[src/rtl/hb_pkg.sv]
package hb_pkg;
  typedef enum logic {
    NIB_HI = 1'b0,
    NIB_LO = 1'b1
  } nib_ph_e;

  // Command pattern that carries the width bit (top three bits 001).
  function automatic logic is_width_cmd(input logic [7:0] b);
    return b[7:5] == 3'b001;
  endfunction
endpackage

[src/rtl/hb_sync.sv]
module hb_sync #(
  parameter int W      = 1,
  parameter int STAGES = 2
) (
  input  logic         clk,
  input  logic         rst_n,
  input  logic [W-1:0] d,
  output logic [W-1:0] q
);
  logic [STAGES-1:0][W-1:0] stg_q;

  always_ff @(posedge clk or negedge rst_n) begin
    if (!rst_n) begin
      stg_q <= '0;
    end else begin
      stg_q[0] <= d;
      for (int i = 1; i < STAGES; i++) stg_q[i] <= stg_q[i-1];
    end
  end

  assign q = stg_q[STAGES-1];
endmodule

[src/rtl/hb_strobe.sv]
module hb_strobe #(
  parameter int DW     = 8,
  parameter int STAGES = 2
) (
  input  logic          clk,
  input  logic          rst_n,
  input  logic          mode_6800,
  input  logic          cs_n,
  input  logic          rs,
  input  logic          rw_wr,
  input  logic          e_rd,
  input  logic [DW-1:0] db_in,
  output logic          commit,
  output logic          c_rs,
  output logic          c_rd,
  output logic [DW-1:0] c_d
);
  localparam int SW = DW + 3;

  logic          act_raw, rd_raw;
  logic [SW-1:0] sync_q;
  logic          act_s, rd_s, rs_s;
  logic [DW-1:0] d_s;
  logic          act_q;
  logic          rs_q, rd_q, rs_n, rd_n;
  logic [DW-1:0] d_q, d_n;

  // Strobe qualification is formed from the pins before synchronizing,
  // so the reset value of the synchronizer can never look like a strobe.
  always_comb begin
    if (mode_6800) begin
      act_raw = !cs_n && e_rd;
      rd_raw  = rw_wr;
    end else begin
      act_raw = !cs_n && (rw_wr || !e_rd);
      rd_raw  = !e_rd;
    end
  end

  hb_sync #(.W(SW), .STAGES(STAGES)) u_sync (
    .clk  (clk),
    .rst_n(rst_n),
    .d    ({act_raw, rd_raw, rs, db_in}),
    .q    (sync_q)
  );

  assign {act_s, rd_s, rs_s, d_s} = sync_q;

  always_comb begin
    rs_n = rs_q;
    rd_n = rd_q;
    d_n  = d_q;
    if (act_s) begin
      rs_n = rs_s;
      rd_n = rd_s;
      d_n  = d_s;
    end
  end

  always_ff @(posedge clk or negedge rst_n) begin
    if (!rst_n) begin
      act_q <= 1'b0;
      rs_q  <= 1'b0;
      rd_q  <= 1'b0;
      d_q   <= '0;
    end else begin
      act_q <= act_s;
      rs_q  <= rs_n;
      rd_q  <= rd_n;
      d_q   <= d_n;
    end
  end

  assign commit = act_q && !act_s;
  assign c_rs   = rs_q;
  assign c_rd   = rd_q;
  assign c_d    = d_q;
endmodule

[src/rtl/hb_width.sv]
module hb_width
  import hb_pkg::*;
#(
  parameter int DW = 8
) (
  input  logic          clk,
  input  logic          rst_n,
  input  logic          commit,
  input  logic          c_rs,
  input  logic          c_rd,
  input  logic [DW-1:0] c_d,
  output logic          wr_valid,
  output logic          wr_is_data,
  output logic [DW-1:0] wr_byte,
  output logic          rd_next,
  output logic          bus_8bit,
  output nib_ph_e       phase
);
  localparam int NW = DW / 2;

  logic          wv_n, tag_n, rn_n, dl_n;
  logic [DW-1:0] byte_n, full;
  logic [NW-1:0] hi_q, hi_n;
  nib_ph_e       ph_n;
  logic          complete;

  always_comb begin
    wv_n     = 1'b0;
    rn_n     = 1'b0;
    tag_n    = wr_is_data;
    byte_n   = wr_byte;
    dl_n     = bus_8bit;
    hi_n     = hi_q;
    ph_n     = phase;
    complete = bus_8bit || (phase == NIB_LO);
    full     = bus_8bit ? c_d : {hi_q, c_d[DW-1:NW]};
    if (commit) begin
      if (!bus_8bit) begin
        ph_n = (phase == NIB_HI) ? NIB_LO : NIB_HI;
        if (phase == NIB_HI && !c_rd) hi_n = c_d[DW-1:NW];
      end
      if (complete && !c_rd) begin
        wv_n   = 1'b1;
        tag_n  = c_rs;
        byte_n = full;
        if (!c_rs && is_width_cmd(full)) begin
          dl_n = full[4];
          if (full[4]) ph_n = NIB_HI;
        end
      end
      if (complete && c_rd && c_rs) rn_n = 1'b1;
    end
  end

  always_ff @(posedge clk or negedge rst_n) begin
    if (!rst_n) begin
      wr_valid   <= 1'b0;
      wr_is_data <= 1'b0;
      wr_byte    <= '0;
      rd_next    <= 1'b0;
      bus_8bit   <= 1'b1;
      hi_q       <= '0;
      phase      <= NIB_HI;
    end else begin
      wr_valid   <= wv_n;
      wr_is_data <= tag_n;
      wr_byte    <= byte_n;
      rd_next    <= rn_n;
      bus_8bit   <= dl_n;
      hi_q       <= hi_n;
      phase      <= ph_n;
    end
  end
endmodule

[src/rtl/hb_rdpath.sv]
module hb_rdpath
  import hb_pkg::*;
#(
  parameter int DW   = 8,
  parameter int AC_W = 5
) (
  input  logic            clk,
  input  logic            rst_n,
  input  logic            rd_next,
  input  logic [DW-1:0]   rd_data,
  input  logic            busy,
  input  logic [AC_W-1:0] ac,
  input  logic            rs,
  input  logic            bus_8bit,
  input  nib_ph_e         phase,
  output logic [DW-1:0]   rd_or,
  output logic [DW-1:0]   db_out
);
  localparam int NW   = DW / 2;
  localparam int PADW = DW - 1 - AC_W;

  logic [DW-1:0] or_n, status, sel;

  // Output register: hands out the prefetched byte, refills after each read.
  always_comb begin
    or_n = rd_or;
    if (rd_next) or_n = rd_data;
  end

  always_ff @(posedge clk or negedge rst_n) begin
    if (!rst_n) rd_or <= '0;
    else        rd_or <= or_n;
  end

  assign status = {busy, {PADW{1'b0}}, ac};
  assign sel    = rs ? rd_or : status;

  always_comb begin
    if (bus_8bit)             db_out = sel;
    else if (phase == NIB_HI) db_out = {sel[DW-1:NW], {NW{1'b0}}};
    else                      db_out = {sel[NW-1:0], {NW{1'b0}}};
  end
endmodule

[src/rtl/hostbus_front.sv]
module hostbus_front
  import hb_pkg::*;
#(
  parameter int DW     = 8,
  parameter int AC_W   = 5,
  parameter int STAGES = 2
) (
  input  logic            clk,
  input  logic            rst_n,
  input  logic            mode_6800,
  input  logic            cs_n,
  input  logic            rs,
  input  logic            rw_wr,
  input  logic            e_rd,
  input  logic [DW-1:0]   db_in,
  output logic [DW-1:0]   db_out,
  output logic            db_oe,
  input  logic            busy,
  input  logic [AC_W-1:0] ac,
  input  logic [DW-1:0]   rd_data,
  output logic            wr_valid,
  output logic            wr_is_data,
  output logic [DW-1:0]   wr_byte,
  output logic            rd_next
);
  logic [1:0]    rst_q;
  logic          rst_core_n;
  logic          commit, c_rs, c_rd;
  logic [DW-1:0] c_d;
  logic          bus_8bit;
  nib_ph_e       phase;
  logic [DW-1:0] rd_or;

  // Reset asserts at once, releases on the clock.
  always_ff @(posedge clk or negedge rst_n) begin
    if (!rst_n) rst_q <= 2'b00;
    else        rst_q <= {rst_q[0], 1'b1};
  end
  assign rst_core_n = rst_q[1];

  hb_strobe #(.DW(DW), .STAGES(STAGES)) u_strobe (
    .clk      (clk),
    .rst_n    (rst_core_n),
    .mode_6800(mode_6800),
    .cs_n     (cs_n),
    .rs       (rs),
    .rw_wr    (rw_wr),
    .e_rd     (e_rd),
    .db_in    (db_in),
    .commit   (commit),
    .c_rs     (c_rs),
    .c_rd     (c_rd),
    .c_d      (c_d)
  );

  hb_width #(.DW(DW)) u_width (
    .clk       (clk),
    .rst_n     (rst_core_n),
    .commit    (commit),
    .c_rs      (c_rs),
    .c_rd      (c_rd),
    .c_d       (c_d),
    .wr_valid  (wr_valid),
    .wr_is_data(wr_is_data),
    .wr_byte   (wr_byte),
    .rd_next   (rd_next),
    .bus_8bit  (bus_8bit),
    .phase     (phase)
  );

  hb_rdpath #(.DW(DW), .AC_W(AC_W)) u_rd (
    .clk     (clk),
    .rst_n   (rst_core_n),
    .rd_next (rd_next),
    .rd_data (rd_data),
    .busy    (busy),
    .ac      (ac),
    .rs      (rs),
    .bus_8bit(bus_8bit),
    .phase   (phase),
    .rd_or   (rd_or),
    .db_out  (db_out)
  );

  // Drive only during an active, selected read strobe.
  assign db_oe = !cs_n && (mode_6800 ? (rw_wr && e_rd) : !e_rd);
endmodule

[config.mk]
export PLATFORM = sky130hd
export DESIGN_NAME = hostbus_front
export DESIGN_NICKNAME = d
export VERILOG_FILES = /design/src/rtl/hb_pkg.sv /design/src/rtl/hb_sync.sv /design/src/rtl/hb_strobe.sv /design/src/rtl/hb_width.sv /design/src/rtl/hb_rdpath.sv /design/src/rtl/hostbus_front.sv
export SDC_FILE = /design/constraint.sdc
export NUM_CORES = 1
export LEC_CHECK = 0
export CAP_MARGIN = 10
export CORE_UTILIZATION = 53
export DETAILED_ROUTE_END_ITERATION = 8
export GPL_TIMING_DRIVEN = 0
export PLACE_DENSITY = 0.83
export RECOVER_POWER = 100
export SLEW_MARGIN = 25
export SYNTH_ARGS = -nofsm -noshare
export SYNTH_HDL_FRONTEND = slang
export SYNTH_SLANG_ARGS = --single-unit
[constraint.sdc]
create_clock -name clk -period 5.4 [get_ports clk]
set_input_delay 1.35 -clock clk [delete_from_list [all_inputs] [get_ports clk]]
set_output_delay 1.35 -clock clk [all_outputs]
set_load 0.01 [all_outputs]
Word-level counts from Yosys, hierarchy flattened
Cells that the tools add are included.
{"block": "classes", "addsub": 0, "n_mul": 0, "div_mod_pow": 0, "bitwise_logic": 2, "reduce_logical": 20, "n_eq_ne": 1, "shift": 0, "muxes": 16, "n_lt_le_gt_ge": 0}
{"cell": "$mux 8", "n": 4}
{"cell": "$mux 1", "n": 12}
{"cell": "$logic_and 1x1->1", "n": 10}
{"cell": "$reduce_and 3->1", "n": 2}
{"cell": "$logic_not 1->1", "n": 5}
{"cell": "$eq 3x1->1 const B", "n": 1}
{"cell": "$logic_or 1x1->1", "n": 2}
{"cell": "$not 1->1", "n": 2}
{"cell": "$reduce_and 2->1", "n": 1}
{"block": "word_totals", "elab_cells": 54, "mem_bits_ro": 0, "n_memories": 0, "register_bits": 60, "latchBits": 0, "out_inout_bits": 20, "inputBits": 29, "ramBits": 0}

Logic depth before layout (Yosys ltp)
{"block": "depth", "word_depth": 5, "ltp_mapped": 8, "depth_no_buf": 6}

By module
From an unflattened synthesis, not the netlist that was laid out.
{"block": "unflattened", "hier_cells": 172, "area_unflattened_um2": 2449.8}
{"module": "hb_width", "cells_each": 69, "area_per_inst_um2": 799.5, "n_inst": 1, "seq_area_each_um2": 426.7}
{"module": "hb_sync", "cells_each": 33, "area_per_inst_um2": 633.1, "n_inst": 1, "seq_area_each_um2": 550.5}
{"module": "hb_rdpath", "cells_each": 36, "area_per_inst_um2": 475.5, "n_inst": 1, "seq_area_each_um2": 200.2}
{"module": "hb_strobe", "cells_each": 28, "area_per_inst_um2": 467.9, "n_inst": 1, "seq_area_each_um2": 275.3}
{"module": "hostbus_front", "cells_each": 6, "area_per_inst_um2": 73.8, "n_inst": 1, "seq_area_each_um2": 50.0}

Worst setup path after synthesis
OpenSTA, ideal clock, no wires.
{"block": "synth_timing", "path_type": "input-to-output", "startpoint": "in rs", "endpoint": "out db_out[4]", "n_path_buf": 1, "cell_stages": 2, "arrival_time_ps": 2250, "setup_slack_ps": 1800, "required_time_ps": 4050, "cell_sequence": "clkbuf_1 mux4_2"}
{"block": "synth_between", "elab_chain_len": 3}
{"item": "from (decl)", "line": "hostbus_front.sv:12", "source": "input logic rs,"}
{"item": "$mux 8 *", "line": "hb_rdpath.sv:36", "source": "assign sel = rs ? rd_or : status;"}
{"item": "$mux 8", "line": "hb_rdpath.sv:40", "source": "else if (phase == NIB_HI) db_out = {sel[DW-1:NW], {NW{1'b0}}};"}
{"item": "$mux 8 *", "line": "hb_rdpath.sv:39", "source": "if (bus_8bit) db_out = sel;"}
{"item": "to (decl)", "line": "hostbus_front.sv:16", "source": "output logic [DW-1:0] db_out,"}
Mark *: on every way between the ends. The rest lies on a longest branch, timed or not.

Final worst setup path
Ends and elaborated chain as after synthesis.

==> impl_metrics.csv <==
group,metric,value,unit
run_status,outcome,"complete, but fails checks",
run_status,violations,"max-capacitance violations, max-slew violations",
yosys,synth_edf_count,0,
yosys,synth_commonest_cells,"dfrtp_1 (59), mux2_2 (27), a21oi_1 (11)",
cells_and_area,insertedDiodeCount,0,
detailed_routing,wl_per_cell,16.2,µm
detailed_routing,wl,4390,µm
critical_path,reg2regPathDepth,8,
yosys,synth_area_per_cell,14.3,µm²
die,start_util,55.8,%
power_and_ir_drop,ir_drop,0.000261,V
yosys,yosys_warnings,0,
critical_path,start_kind,"input port",
critical_path,crit_required,4050,ps
die,core_area,4060,µm²
sta,relSlewSlack,-43.9,%
place,placed_cell_area,2810,µm²
global_route,grt_usage,22.7,%
yosys,yosys.area.top_type,"dfrtp_1",
cts,clk_latency,340,ps
critical_path,cp-end-kind,"output port",
global_route,grt_pass1_vias,1556,
cells_and_area,syn2layout_area_growth,33.1,%
detailed_routing,vias,1470,
yosys,synthArstFlopShare,100,%
yosys,synth_ff_type,"dfrtp_1",
global_route,overflow,0,
sta,min_period,4870,ps
power_and_ir_drop,powerDensity,485,nW/µm²
cts,cts_tree,"done",
sta,post-route-period-util,90.3,%
yosys,ys_seq_area_share,66.4,%
cts,hold_buffers,0,
cts,post_cts_buffers,0,
detailed_routing,ant_nets,0,
yosys,yosys-top-cells-area,"dfrtp_1 (65%), mux2_2 (13%), mux2i_1 (4.0%)",
flow_run,cap_violations,1,
cts,htree_levels,3,
place,gp_congestion,0.781,
global_route,grt_antenna_before_repair,0,
power_and_ir_drop,p_leak,1.30,nW
yosys,syn_nets,188,
place,port_buffers,48,
global_route,grt_max_degree,59,
sta,worstMarginPinSlew,2160,ps
cts,cts-buffers-inserted,9,
cells_and_area,fillCellCount,246,
cts,clockBufferDepth,2,
detailed_routing,drc,0,
sta,rsz0062_at_grt,"no",
die,dieArea,4540,µm²
min_path,hp-class,"reg2reg",
critical_path,path_max_fanout,10,
cts,clk_pin_slew,70,ps
cts,cts_root_buf,"clkbuf_8",
die,die_y,67.4,µm
sta,setup_viol,0,
sta,fin_worst_skew,11.0,ps
cells_and_area,fin_area,3010,µm²
sta,hold_viol_final,0,
cts,cts_resized,0,
cells_and_area,final_util,74.3,%
die,io_pins,49,
yosys,ys_ff_latch,60,
detailed_routing,met3_length,186,µm
sta,fmax,205,MHz
yosys,ys_types,30,
critical_path,critical_path_class,"in2out",
detailed_routing,via_per_inst,5.40,
detailed_routing,top_layer,"met4",
min_path,hold_depth,0,
yosys,yosysMostFrequentCell,"dfrtp_1",
die,die_x,67.4,µm
detailed_routing,routed-wl-met2,2330,µm
place,place_inst,256,
cts,clock-sinks,60,
critical_path,cp.arrival,3520,ps
cells_and_area,layoutNonFillerInstCount,272,
yosys,synthCells,158,
yosys,synth_top_area_share,65.2,%
sta,fin_tns_setup,0,ps
cells_and_area,nNetsFinal,247,
place,place_hpwl,3050,µm
die,num_rows,23,
detailed_routing,drt_iter0_markers,90,
global_route,grt_pass1_wl,7070,µm
detailed_routing,met1_length,1740,µm
yosys,netlist_area,2260,µm²
sta,holdWs,342,ps
sta,slew_viol_final,59,
cells_and_area,drive_gt1_share,20.7,%
detailed_routing,dr.pass1.iters,5,
cells in the final DEF, fill, tap and decap left out:
cell type and instances:
or2_2 1, o21ai_0 2, o31ai_1 3, nor4_1 2, dfstp_1 1, bufinv_16 2, a211o_1 1, or3b_1 1
mux2i_1 9, clkinv_1 1, clkbuf_1 5, nand3_1 1, dlygate4sd3_1 39, o31a_1 1, ha_1 1, mux2_2 27
conb_1 1, inv_1 3, nand2_1 10, mux4_2 2, a21oi_1 11, nor2_1 9, nor2b_1 1, nand2b_1 3
nand3b_1 1, nor3_1 1, clkdlybuf4s50_1 9, clkbuf_8 10, or3_1 1, dfrtp_1 59, clkinv_2 1, clkinvlp_4 3
cell families (layout without fill, tap and decap cells):
family	Yosys count	in the layout	synth area share, %
AOI/OAI and AO/OA	18	18	4.64
and+or+nand+nor	31	31	7.13
DFF	60	60	66.4
other	1	1	0.166
adders and majority gates	1	1	0.553
muxes	38	38	19.4
buffers and inverters	9	73	1.71
path summary, 6_finish.rpt:
path	from	endpoint	slack, ps
max reg2reg	u_width.bus_8bit	u_width.wr_byte[5]	2310
min in group asynchronous	rst_q[1]	u_rd.rd_or[1]	910
min	u_strobe.u_sync.stg_q[6]	u_strobe.u_sync.q[6]	340
max	rs	db_out[4]	530
max in group asynchronous	rst_q[1]	u_rd.rd_or[3]	3240
min reg2reg	u_strobe.u_sync.stg_q[6]	u_strobe.u_sync.q[6]	340
state kept, by name, indices dropped and copies added (netlist names):
register	cells
u_width.wr_valid	1
u_width.wr_is_data	1
u_strobe.c_rs	1
u_width.bus_8bit	1
u_strobe.u_sync.stg_q	11
u_strobe.c_d	8
u_strobe.act_q	1
u_strobe.u_sync.q	11
u_width.hi_q	4
u_width.phase	1
u_width.wr_byte	8
u_rd.rd_or	8
u_width.rd_next	1
rst_q	2
u_strobe.c_rd	1
critical path: stages:
cell and delay [ps]:
dlygate4sd3_1 560, clkbuf_1 420, mux4_2 570, dlygate4sd3_1 620
stage by stage:
stage               setup slack (ps)  total power [mW]
detailed placement               705              1.05
global placement                 771              1.01
CTS                              690              1.50
floorplan                       1800             0.850
finish                           525              1.46
global route                     395              1.54
power by group:
group          internal, mW  switching [mW]
Clock                 0.271           0.175
Sequential            0.555          0.0786
Combinational         0.213           0.168
Total                  1.04           0.422
routing by layer:
layer,up-vias,GRT usage (%)
met5,-,0
met4,0,14.9
met3,18,6.59
met2,52,36.6
met1,732,26.2
li1,668,-
area by class of cell:
type | instances | area [µm²] | share of cell area [%]
multi-input cells | 89 | 708 | 23.5
flip-flops and latches | 60 | 1500 | 49.9
clock inverters | 6 | 87.6 | 2.91
well taps | 50 | 62.6 | 2.08
plain buffers | 5 | 18.8 | 0.623
repair buffers | 48 | 480 | 15.9
clock buffers | 10 | 138 | 4.57
inverters | 4 | 15.0 | 0.498
No activity file was read; power rests on OpenSTA's default activity.
